`config.mk`:
```
export PLATFORM = sky130hd
export DESIGN_NAME = render_irq_unit
export DESIGN_NICKNAME = d
export VERILOG_FILES = /design/src/rtl/rirq_pkg.sv /design/src/rtl/rirq_pend_bit.sv /design/src/rtl/rirq_marker_reg.sv /design/src/rtl/render_irq_unit.sv
export SDC_FILE = /design/constraint.sdc
export NUM_CORES = 1
export LEC_CHECK = 0
export BUFFER_PORTS_ARGS = -buffer_cell sky130_fd_sc_hd__buf_2
export CAP_MARGIN = 30
export CORE_UTILIZATION = 40
export CTS_BUF_LIST = sky130_fd_sc_hd__clkbuf_4 sky130_fd_sc_hd__clkbuf_8
export CTS_CLUSTER_SIZE = 30
export DETAILED_ROUTE_END_ITERATION = 10
export PLACE_DENSITY = 0.86
export SYNTH_ARGS = -nofsm -noshare
export SYNTH_HDL_FRONTEND = slang
export SYNTH_SLANG_ARGS = --single-unit
```
`constraint.sdc`:
```
create_clock -name clk -period 1 [get_ports clk]
set_clock_uncertainty 0.1 [all_clocks]
set_input_delay 0.2 -clock clk [delete_from_list [all_inputs] [get_ports clk]]
set_output_delay 0.2 -clock clk [all_outputs]
set_load 0.05 [all_outputs]
```
`src/rtl/rirq_pkg.sv`:
```
package rirq_pkg;
  localparam int unsigned NUM_EVT   = 2;
  localparam int unsigned EVT_TOKEN = 0;
  localparam int unsigned EVT_FIN   = 1;
  // control/status word layout (decoded by software)
  localparam int unsigned EN_LSB    = 0;
  localparam int unsigned PEND_LSB  = 2;
  localparam int unsigned CSR_USED  = PEND_LSB + NUM_EVT;
  localparam logic        ADDR_CSR  = 1'b0;
  localparam logic        ADDR_MARK = 1'b1;
endpackage

```
`src/rtl/rirq_pend_bit.sv`:
```
module rirq_pend_bit (
  input  logic clk,
  input  logic rst_n,
  input  logic set_i,
  input  logic clr_i,
  output logic q_o
);
  always_ff @(posedge clk) begin
    if (!rst_n)     q_o <= 1'b0;
    else if (set_i) q_o <= 1'b1;
    else if (clr_i) q_o <= 1'b0;
  end

  p_set_on_event_r3: assert property (@(posedge clk) disable iff (!rst_n)
    set_i |=> q_o);
  p_event_beats_clear_r5: assert property (@(posedge clk) disable iff (!rst_n)
    (set_i && clr_i) |=> q_o);
  p_clear_r4: assert property (@(posedge clk) disable iff (!rst_n)
    (clr_i && !set_i) |=> !q_o);
  p_hold_r4: assert property (@(posedge clk) disable iff (!rst_n)
    (!clr_i && !set_i) |=> $stable(q_o));
endmodule

```
`src/rtl/rirq_marker_reg.sv`:
```
module rirq_marker_reg #(
  parameter int unsigned DATA_W = 16
) (
  input  logic              clk,
  input  logic              rst_n,
  input  logic              evt_i,
  input  logic [DATA_W-1:0] evt_val_i,
  input  logic              wr_i,
  input  logic [DATA_W-1:0] wr_val_i,
  output logic [DATA_W-1:0] q_o
);
  always_ff @(posedge clk) begin
    if (!rst_n)     q_o <= '0;
    else if (evt_i) q_o <= evt_val_i;
    else if (wr_i)  q_o <= wr_val_i;
  end

  p_event_load_r7: assert property (@(posedge clk) disable iff (!rst_n)
    evt_i |=> (q_o == $past(evt_val_i)));
  p_write_load_r8: assert property (@(posedge clk) disable iff (!rst_n)
    (wr_i && !evt_i) |=> (q_o == $past(wr_val_i)));
endmodule

```
`src/rtl/render_irq_unit.sv`:
```
module render_irq_unit
  import rirq_pkg::*;
#(
  parameter int unsigned DATA_W = 16
) (
  input  logic              clk,
  input  logic              rst_n,
  input  logic              bus_wr,
  input  logic              bus_addr,
  input  logic [DATA_W-1:0] bus_wdata,
  output logic [DATA_W-1:0] bus_rdata,
  input  logic              token_evt,
  input  logic [DATA_W-1:0] token_val,
  input  logic              finish_evt,
  output logic              irq_token,
  output logic              irq_finish
);
  localparam int unsigned PAD_W = DATA_W - CSR_USED;

  logic               csr_wr, mark_wr;
  logic [NUM_EVT-1:0] en_q, evt, clr, pend;
  logic [DATA_W-1:0]  mark_q;

  assign csr_wr  = bus_wr && (bus_addr == ADDR_CSR);
  assign mark_wr = bus_wr && (bus_addr == ADDR_MARK);

  assign evt[EVT_TOKEN] = token_evt;
  assign evt[EVT_FIN]   = finish_evt;

  always_ff @(posedge clk) begin
    if (!rst_n)      en_q <= '0;
    else if (csr_wr) en_q <= bus_wdata[EN_LSB +: NUM_EVT];
  end

  for (genvar g = 0; g < NUM_EVT; g++) begin : g_pend
    assign clr[g] = csr_wr && bus_wdata[PEND_LSB + g];
    rirq_pend_bit u_flag (
      .clk  (clk),
      .rst_n(rst_n),
      .set_i(evt[g]),
      .clr_i(clr[g]),
      .q_o  (pend[g])
    );
  end

  rirq_marker_reg #(.DATA_W(DATA_W)) u_mark (
    .clk      (clk),
    .rst_n    (rst_n),
    .evt_i    (token_evt),
    .evt_val_i(token_val),
    .wr_i     (mark_wr),
    .wr_val_i (bus_wdata),
    .q_o      (mark_q)
  );

  assign irq_token  = pend[EVT_TOKEN] & en_q[EVT_TOKEN];
  assign irq_finish = pend[EVT_FIN]   & en_q[EVT_FIN];

  always_comb begin
    if (bus_addr == ADDR_MARK) bus_rdata = mark_q;
    else                       bus_rdata = {{PAD_W{1'b0}}, pend, en_q};
  end

  p_upper_zero_r2: assert property (@(posedge clk) disable iff (!rst_n)
    (bus_addr == ADDR_CSR) |-> (bus_rdata[DATA_W-1:CSR_USED] == '0));
  p_fin_event_raises_r6: assert property (@(posedge clk) disable iff (!rst_n)
    (finish_evt && en_q[EVT_FIN] && !csr_wr) |=> irq_finish);
  p_token_event_raises_r6: assert property (@(posedge clk) disable iff (!rst_n)
    (token_evt && en_q[EVT_TOKEN] && !csr_wr) |=> irq_token);
  p_setup_word_r9: assert property (@(posedge clk) disable iff (!rst_n)
    (csr_wr && bus_wdata[3:0] == 4'hF && !token_evt && !finish_evt)
      |=> (en_q == 2'b11 && pend == 2'b00));
endmodule

```
Word level (Yosys, flattened, before mapping) --
Index checks and enable logic that the tools add are counted.
Cells by class: $add $sub $neg 0, multiply operators 0, div/mod/pow operators 0, order comparisons 0, equal/unequal tests 0, shifts and indexed selects 0, muxes and demuxes 7, bitwise logic cells 3, reductions and logical operators 7
Operators by type and width (count):
- two-way mux 16 bit | 3
- nonzero test 2 bit | 3
- logical AND 1 bit | 4
- two-way mux 1 bit | 4
- bitwise AND 1 bit | 2
- NOT 1 bit | 1
Word-level totals: bits in registers 20, latch bits 0, RAM bits 0, memory bits (read-only) 0, input port bits 38, output and inout port bits 18, word-level logic and storage cells 21, memories 0

Logic depth before layout (Yosys ltp) --
Gate-level depths: netlist of the first run.
word-level depth 5, gate-level depth with buffers 5, depth with buffers taken out 3

By module --
A second synthesis of the first run with hierarchy kept.
Unflattened totals: cell total of the unflattened synthesis 109, area total of the unflattened synthesis 1212.4 um^2
By module, submodules not included:
- rirq_marker_reg | times used 1, cells each 71, area an instance 852.1 um^2
- render_irq_unit | times used 1, cells each 32, area an instance 277.8 um^2
- rirq_pend_bit | times used 2, cells each 3, area an instance 41.3 um^2

Least setup slack after synthesis of the first run --
No wires, ideal clock.
path type input -> output, start point input bus_addr, end point output bus_rdata[10], arrival time 1029 ps, required time 700 ps, slack -329 ps, cell stages on the path 3, buffers on the path 2, cell sequence buf_2 clkbuf_1 and2_1
On the way: cells in the longest elaborated chain, start to end 1
Ends and longest elaborated chain:
- start, declared | line render_irq_unit.sv:9 | input logic bus_addr,
- two-way mux 16 bit | line render_irq_unit.sv:60 | if (bus_addr == ADDR_MARK) bus_rdata = mark_q;
- end, declared | line render_irq_unit.sv:11 | output logic [DATA_W-1:0] bus_rdata,
No other way between the ends.

Worst setup path after layout of the first run --
start point register g_pend[1].u_flag.q_o, end point output bus_rdata[3]
On the way: cells in the longest elaborated chain, start to end 1
Ends and longest elaborated chain:
- start, declared | line rirq_pend_bit.sv:6 | output logic q_o
- start signal, assigned | line rirq_pend_bit.sv:9 | if (!rst_n) q_o <= 1'b0;
- start signal, assigned | line rirq_pend_bit.sv:10 | else if (set_i) q_o <= 1'b1;
- start signal, assigned | line rirq_pend_bit.sv:11 | else if (clr_i) q_o <= 1'b0;
- two-way mux 16 bit | line render_irq_unit.sv:60
No other way between the ends.

==> results of run 1 <==
## metrics by stage
step,std cells,power [uW],hold slack (ns)
final,217,2157,0.03934
after CTS,215,2134,0.03037
after floorplan,128,1244,0.2079
after detailed placement,208,1394,0.3154
after global routing,217,2252,0.03367
after global placement,208,1377,0.3075
## final timing paths
check                       startpoint                   end  slack (ns)  cells past startpoint
setup / recovery  g_pend[1].u_flag.q_o          bus_rdata[3]       -0.38                      2
setup reg to reg  g_pend[1].u_flag.q_o  g_pend[1].u_flag.q_o        0.18                      2
hold / removal           bus_wdata[10]        u_mark.q_o[10]        0.04                      3
hold reg to reg          u_mark.q_o[5]         u_mark.q_o[5]        0.38                      2
## kinds of logic after synthesis
group                  after synthesis
muxes                                4
buffers and inverters               12
AOI/OAI and AO/OA                   38
DFF                                 20
and+or+nand+nor                     54
## state kept, by name, summed over array words and instances, names as in the netlist
register           flops
g_pend.u_flag.q_o      2
u_mark.q_o            16
en_q                   2
## synthesized netlist by cell type
library cell  number  area [um^2]
nand2_2            1        6.260
nand2_1           36        135.1
buf_2              1        5.000
and2_1            15        93.84
buf_4              2        15.01
a31oi_1           18        112.6
buf_6              1        11.26
nand2b_1           1        6.260
clkbuf_1           6        22.52
nor2b_1            1        6.260
mux2_2             4        45.04
o21ai_0           18        90.09
a21boi_0           2        15.01
inv_1              2        7.510
dfxtp_1           20        400.4
## report_power, final
part	switching, uW	total [uW]	internal (uW)
clock network	252	656	405
logic	323	603	280
registers	34.4	898	864
## layout by cell type (no fill, tap or decap), drive strengths merged
master and count:
nor2b 1, a31oi 18, clkbuf 3, bufinv 1, nand2 37, inv 2, buf 65, dfxtp 20
o21ai 18, a21boi 2, nand2b 1, and2 15, mux2 4, dlygate4sd3 2
## metal layers
layer	global-route usage	share of wire	up-vias
li1	-	-	554
met1	0.2984	0.40	544
met2	0.4364	0.53	42
met3	0.04167	0.053	6
met4	0.08108	0.018	0
met5	0	0	-
## timing repair
| action | in CTS | in global routing |
|---|---|---|
| hold buffers | 2 | 0 |
| setup endpoints to repair | 25 | 35 |
| cloned | 0 | 0 |
| buffers inserted | 1 | 2 |
| resized for setup | 62 | 8 |
| endpoints found under the hold margin | 2 | 0 |
## tightest hold or removal path: cells and delay by family
family | cells | cell delay, ns
AOI/OAI and AO/OA | 1 | 0.07
buffers and inverters | 1 | 0.09
and+or+nand+nor | 1 | 0.04
## layout make-up
cell class	instances	area, um^2	area share
multi-input combinational	96	559.3	0.3449
timing repair buffer	67	546.8	0.3372
sequential	20	420.4	0.2593
tap	28	35.03	0.02160
clock inverter	1	30.03	0.01852
clock buffer	3	22.52	0.01389
inverter	2	7.507	0.004630
==> results.cfg, run 1 <==
[pwr]
p_leak_uw = 0.0007459
power.density_mw_per_mm2 = 1330
peakVddDrop_mv = 0.8281

[drt]
ant_nets = 0
vias = 1146
wirelength_mm = 3.061
drtIter0Drc = 24
wl_per_cell_um = 14.11
via_per_inst = 5.281
drt-pass1-iter-count = 4
drc_errors = 0

[finish]
drive_above_1_share = 0.5503
finish.instance_area_mm2 = 0.001622
syn_to_final_growth_pct = 66.80
diodes = 0
final_util = 0.7192
nFillCells = 175
nNetsFinal = 228

[yosys]
seq_area_frac_synth = 0.4118
synth_cell_types = 15
synth-seq-cells = 20
synth_cells = 128
synth-simple-area-share = 0.2548
yosys_warnings = 0
synth_top_family_by_area = simple AND/OR/NAND/NOR gates
synth_nets = 166
synthXorXnorAreaFrac = 0
syn_avg_cell_area_um2 = 7.595
synth_compound_area_frac = 0.2239
synth_area_um2 = 972.2
synth_adder_area_share = 0
synth_mux_area_frac = 0.04633

[clock_tree]
clk_pin_slew_ns = 0.12
cts_tree = done
cts_buffers = 3
cts-htree-levels = 1
cts_buffer_depth = 2
clock_latency_ns = 0.29
clkSinkCount = 20
cts_root_buffer = clkbuf_4

[global_route]
grt_pass1_wl_mm = 4.878
grt_max_degree = 30
overflow = 0
antenna_found_initial = 0
grt_pass1_vias = 1096
track_usage = 0.2461

[worst_setup_path]
path_delay_family = flip-flops
required_ns = 0.70
cp_max_fo = 3
slowest_delay_ns = 0.36
cp_data_arrival_time_ns = 1.08
worst-setup-path-type = register to output port
cp_slowest_cell = dfxtp_2
crit_chain = mux2_4, buf_6
endpoint_kind = output port
cp_num_buf_inv = 1
start_kind = register

[die]
fp.coreArea_mm2 = 0.002255
io_pins = 56
start_util = 0.4312
fp.dieArea_mm2 = 0.002632
die_h_um = 51.30
die-width_um = 51.30
row_count = 17

[sta]
period_share = 1.376
rsz0062_at_grt = true
fin_tns_setup_ns = -4.713
relSlewSlack = 0.7735
hold_viol = 0
slew_viol_final = 0
finalWorstSetupSlack_ns = -0.3764
fmax_ghz = 0.7265
min_period_ns = 1.376
tightest_slew_ns = 0.3391
setup_viol = 18

[placed_design]
pre_cts_ws_ns = -0.3821
post-dp-hpwl_mm = 1.910
placed_cell_area_mm2 = 0.001339
gp_congestion = 0.7303
io_buffers = 55

[run_status]
status = finished, violations left
violations = setup timing

[worst_hold_path]
hp-class = input pin to register

[run]
maxCapViolations = 0
Note: power is estimated with default switching activity, not from simulation.
==> run 2, diff against run 1 <==
Settings changed: REMOVE_ABC_BUFFERS set to 1.
==> run 2 against run 1 <==
- the run still ends with setup timing left
- die area unchanged
- register-to-register slack got worse by 0.08 ns
- first-iteration DRC count increased by 29%
- worst hold slack improved by 0.0036 ns
- non-clock buffer count increased by 1
- routed wire length increased by 1.2%
- critical path type unchanged
- largest cell class is now buffers
==> results.cfg, run 2 (synthesized netlist as in run 1, its figures left out) <==
[global_route]
track_usage = 0.2408
grt_max_degree = 34
antenna_found_initial = 0
overflow = 0
grt_pass1_wl_mm = 4.747
grt_pass1_vias = 1053

[placed_design]
gp_congestion = 0.7402
io_buffers = 55
dp.cells = 207
post-dp-hpwl_mm = 1.830
placed_cell_area_mm2 = 0.001299

[worst_setup_path]
start_kind = register
required_ns = 0.70
reg2reg_slack_ns = 0.10
cp_max_fo = 3
slowest_delay_ns = 0.35
cp_data_arrival_time_ns = 1.07
timing.rr.end = en_q[0]
cp_slowest_cell = dfxtp_2
cp_num_buf_inv = 1
endpoint_kind = output port
reg2reg_depth = 4
worst-setup-path-type = register to output port
worst-path-stages = 2
crit_chain = mux2_2, buf_6
r2r_start = en_q[0]
path_delay_family = flip-flops

[die]
io_pins = 56
die-width_um = 51.30
die_h_um = 51.30
fp.coreArea_mm2 = 0.002255
fp.dieArea_mm2 = 0.002632
start_util = 0.4312
row_count = 17

[run_status]
violations = setup timing
status = finished, violations left

[drt]
wirelength_mm = 3.097
drt-pass1-iter-count = 4
via_per_inst = 5.390
vias = 1175
drc_errors = 0
wl_per_cell_um = 14.21
drtIter0Drc = 31
ant_nets = 0

[finish]
ff_latch_area_um2 = 421.7
reg.largest.list = u_mark.q_o: 16 flops, en_q: 2 flops, g_pend.u_flag.q_o: 2 flops
regMostFlops = u_mark.q_o
nNetsFinal = 229
mostFrequentLayoutCells = buf_2 (37), nand2_1 (36), o21ai_0 (18), a31oi_1 (18), dfxtp_2 (17)
stdcell_count = 218
drive_above_1_share = 0.5684
final_util = 0.7214
multi_input_area_um2 = 554.3
diodes = 0
largest_reg_flops = 16
finish.instance_area_mm2 = 0.001627
syn_to_final_growth_pct = 67.31
final_common_cell = buf_2
nFillCells = 156

[sta]
hold_viol = 0
finalWorstSetupSlack_ns = -0.3712
slew_viol_final = 0
rsz0062_at_grt = true
tightest_slew_ns = 0.3118
period_share = 1.371
relSlewSlack = 0.7921
min_period_ns = 1.371
setup_viol = 18
hold_slack_ns = 0.04296
fmax_ghz = 0.7293

[clock_tree]
cts_root_buffer = clkbuf_4
cts-htree-levels = 1
cts_tree = done
clock_latency_ns = 0.29
cts_buffer_depth = 2
clk_pin_slew_ns = 0.11
cts_buffers = 3
clkSinkCount = 20

[pwr]
p_leak_uw = 0.0007444
peakVddDrop_mv = 0.9263
power.density_mw_per_mm2 = 1211

[worst_hold_path]
hold_depth = 3
hold_start = bus_wdata[6]
hold_end = u_mark.q_o[6]
hp-class = input pin to register

[run]
maxCapViolations = 0
run 2: worst max path at each step:
stage | slack [ns] | endpoint | startpoint
global route | -0.41 | bus_rdata[1] | en_q[1]
floorplan | -0.08 | u_mark.q_o[10] | token_evt
finish | -0.37 | bus_rdata[1] | en_q[1]
CTS | -0.36 | bus_rdata[1] | en_q[1]
detailed placement | -0.27 | bus_rdata[0] | bus_addr
global placement | -0.25 | bus_rdata[0] | bus_addr
run 2: metal layers:
metal / track usage / vias up / routed length, um
li1: - / 561 / -
met1: 0.3049 / 556 / 1253
met2: 0.4189 / 54 / 1583
met3: 0.03571 / 4 / 231
met4: 0.07207 / 0 / 27
met5: 0 / - / 0
run 2: timing repair:
action                                  CTS  global route
buffers inserted                          3             2
endpoints found under the hold margin     2             0
endpoints found under the setup margin   18            23
pin swaps                                 2             0
hold buffers                              2             0
gates resized for setup                  81             4
run 2: tightest hold or removal path, stage by stage:
cell and delay [ns]:
buf_2 0.09, nand2_1 0.04, a31oi_1 0.07
run 2: cell type report:
| cell class | instances | area share |
|---|---|---|
| Clock buffer | 4 | 0.02231 |
| Inverter | 2 | 0.004615 |
| Multi-Input combinational cell | 96 | 0.3408 |
| Sequential cell | 20 | 0.2592 |
| Tap cell | 28 | 0.02154 |
| Timing Repair Buffer | 68 | 0.3515 |
run 2: metrics by stage:
| stage | TNS (ns) | setup slack [ns] | total power (uW) |
|---|---|---|---|
| final | -4.471 | -0.3712 | 1969 |
| after detailed placement | -7.974 | -0.2651 | 1364 |
| after global placement | -7.093 | -0.2479 | 1350 |
| after floorplan | -1.585 | -0.08302 | 1173 |
| after global routing | -5.226 | -0.4112 | 2070 |
| after CTS | -4.521 | -0.3641 | 1948 |
run 2: where the power goes:
group | switching (uW) | internal, uW
clock network | 241 | 222
logic | 328 | 283
registers | 31.9 | 864
total | 601 | 1370
==> run 3, diff against run 2 <==
==> constraint.sdc (replaced) <==
create_clock -name clk -period 1 [get_ports clk]
set_clock_uncertainty 0.1 [all_clocks]
set_input_delay 0.05 -clock clk [delete_from_list [all_inputs] [get_ports clk]]
set_output_delay 0.05 -clock clk [all_outputs]
set_load 0.05 [all_outputs]
==> run 3 against run 2 <==
- the flow still finishes with violations (setup timing)
- final cell count rose by 15%
- non-clock buffer count rose by 33
- worst setup slack improved by 0.11 ns
- utilization rose by 15 points
- maximum frequency rose by 8.4%
- die area did not move
- largest cell class unchanged
==> results.cfg, run 3 (synthesized netlist as in run 1, its figures left out) <==
[finish]
largest_reg_flops = 16
regMostFlops = u_mark.q_o
drive_above_1_share = 0.4843
syn_to_final_growth_pct = 101.3
finish.instance_area_mm2 = 0.001957
reg.largest.list = u_mark.q_o: 16 flops, en_q: 2 flops, g_pend.u_flag.q_o: 2 flops
ff_latch_area_um2 = 422.9
mostFrequentLayoutCells = buf_2 (37), nand2_1 (36), dlygate4sd3_1 (33)
diodes = 0
nNetsFinal = 262
nFillCells = 85
final_util = 0.8679
stdcell_count = 251
final_common_cell = buf_2
multi_input_area_um2 = 550.5

[worst_hold_path]
hold_start = rst_n
hold_depth = 3
hp-class = input pin to register
hold_end = u_mark.q_o[4]

[drt]
wirelength_mm = 5.034
drtIter0Drc = 124
drt-pass1-iter-count = 5
vias = 1449
ant_nets = 0
via_per_inst = 5.773
wl_per_cell_um = 20.06
drc_errors = 0

[worst_setup_path]
cp_slowest_cell = dfxtp_2
crit_chain = mux2_4, buf_8
r2r_start = g_pend[0].u_flag.q_o
path_delay_family = flip-flops
slowest_delay_ns = 0.37
cp_num_buf_inv = 1
timing.rr.end = g_pend[0].u_flag.q_o
cp_data_arrival_time_ns = 1.11
required_ns = 0.85
cp_max_fo = 3
start_kind = register
worst-setup-path-type = register to output port
reg2reg_slack_ns = 0
endpoint_kind = output port
reg2reg_depth = 2

[clock_tree]
cts_root_buffer = clkbuf_4
cts_buffer_depth = 2
clk_pin_slew_ns = 0.14
cts_buffers = 3
cts-htree-levels = 1
clkSinkCount = 20
clock_latency_ns = 0.33
cts_tree = done

[global_route]
grt_max_degree = 34
grt_pass1_vias = 1409
antenna_found_initial = 0
grt_pass1_wl_mm = 7.044
overflow = 0
track_usage = 0.3759

[die]
row_count = 17
die_h_um = 51.30
die-width_um = 51.30
io_pins = 56
start_util = 0.4312
fp.dieArea_mm2 = 0.002632
fp.coreArea_mm2 = 0.002255

[placed_design]
placed_cell_area_mm2 = 0.001294
post-dp-hpwl_mm = 1.903
io_buffers = 55
gp_congestion = 0.7644
pre_cts_ws_ns = -0.07339
dp.cells = 208

[sta]
hold_slack_ns = 0.02868
setup_viol = 19
relSlewSlack = 0.7335
rsz0062_at_grt = true
slew_viol_final = 0
finalWorstSetupSlack_ns = -0.2646
hold_viol = 0
fmax_ghz = 0.7908
min_period_ns = 1.265
period_share = 1.265
tightest_slew_ns = 0.3989

[run_status]
status = finished, violations left
violations = setup timing

[run]
maxCapViolations = 0

[pwr]
peakVddDrop_mv = 1.016
power.density_mw_per_mm2 = 1214
p_leak_uw = 0.0008876
## run 3: final cells by class
| type | instances | share of cell area |
|---|---|---|
| clock buffer | 3 | 0.01151 |
| tap | 28 | 0.01790 |
| sequential | 20 | 0.2161 |
| multi-input combinational | 96 | 0.2813 |
| inverter | 2 | 0.003836 |
| timing repair buffer | 101 | 0.4540 |
| clock inverter | 1 | 0.01535 |
## run 3: how the worst max path moves through the flow
stage | startpoint | endpoint | cells after the start
after global placement | bus_addr | u_mark.q_o[7] | 5
final | g_pend[0].u_flag.q_o | bus_rdata[2] | 2
after floorplan | token_evt | u_mark.q_o[10] | 3
after global routing | g_pend[1].u_flag.q_o | bus_rdata[3] | 2
after detailed placement | bus_addr | u_mark.q_o[15] | 5
after CTS | en_q[1] | bus_rdata[1] | 2
## run 3: worst reg2reg max path, cell delays in order (launching register included)
cell and delay [ns]:
dfxtp_2 0.40, o21ai_1 0.11, a31oi_1 0.29
## run 3: per-layer routing
layer  vias up  wire length [um]  GRT usage
li1        623                 -          -
met1       645              1892     0.4319
met5         -                 0          0
met2       146              2327     0.6250
met4         0               257     0.2162
met3        35               557    0.09821
## run 3: where the power goes
group / switching [uW] / leakage (uW) / internal (uW) / total, uW
Clock: 294 / 0.0000279 / 406 / 700
Sequential: 45.2 / 0.000171 / 866 / 911
Combinational: 393 / 0.000688 / 372 / 765
Total: 732 / 0.000888 / 1640 / 2380
## run 3: stage by stage
step | TNS [ns] | total power, uW
floorplan | 0 | 1173
global placement | 0 | 1347
detailed placement | -0.6436 | 1362
CTS | -1.809 | 2224
global route | -3.167 | 2439
finish | -2.799 | 2375
## run 3: what timing repair did
action                     CTS  global route
hold endpoints to repair    20             0
cloned                       0             0
buffers inserted             2             4
gates resized for setup     77             9
pin swaps                    1             1
setup endpoints to repair   18            19
hold buffers                33             0
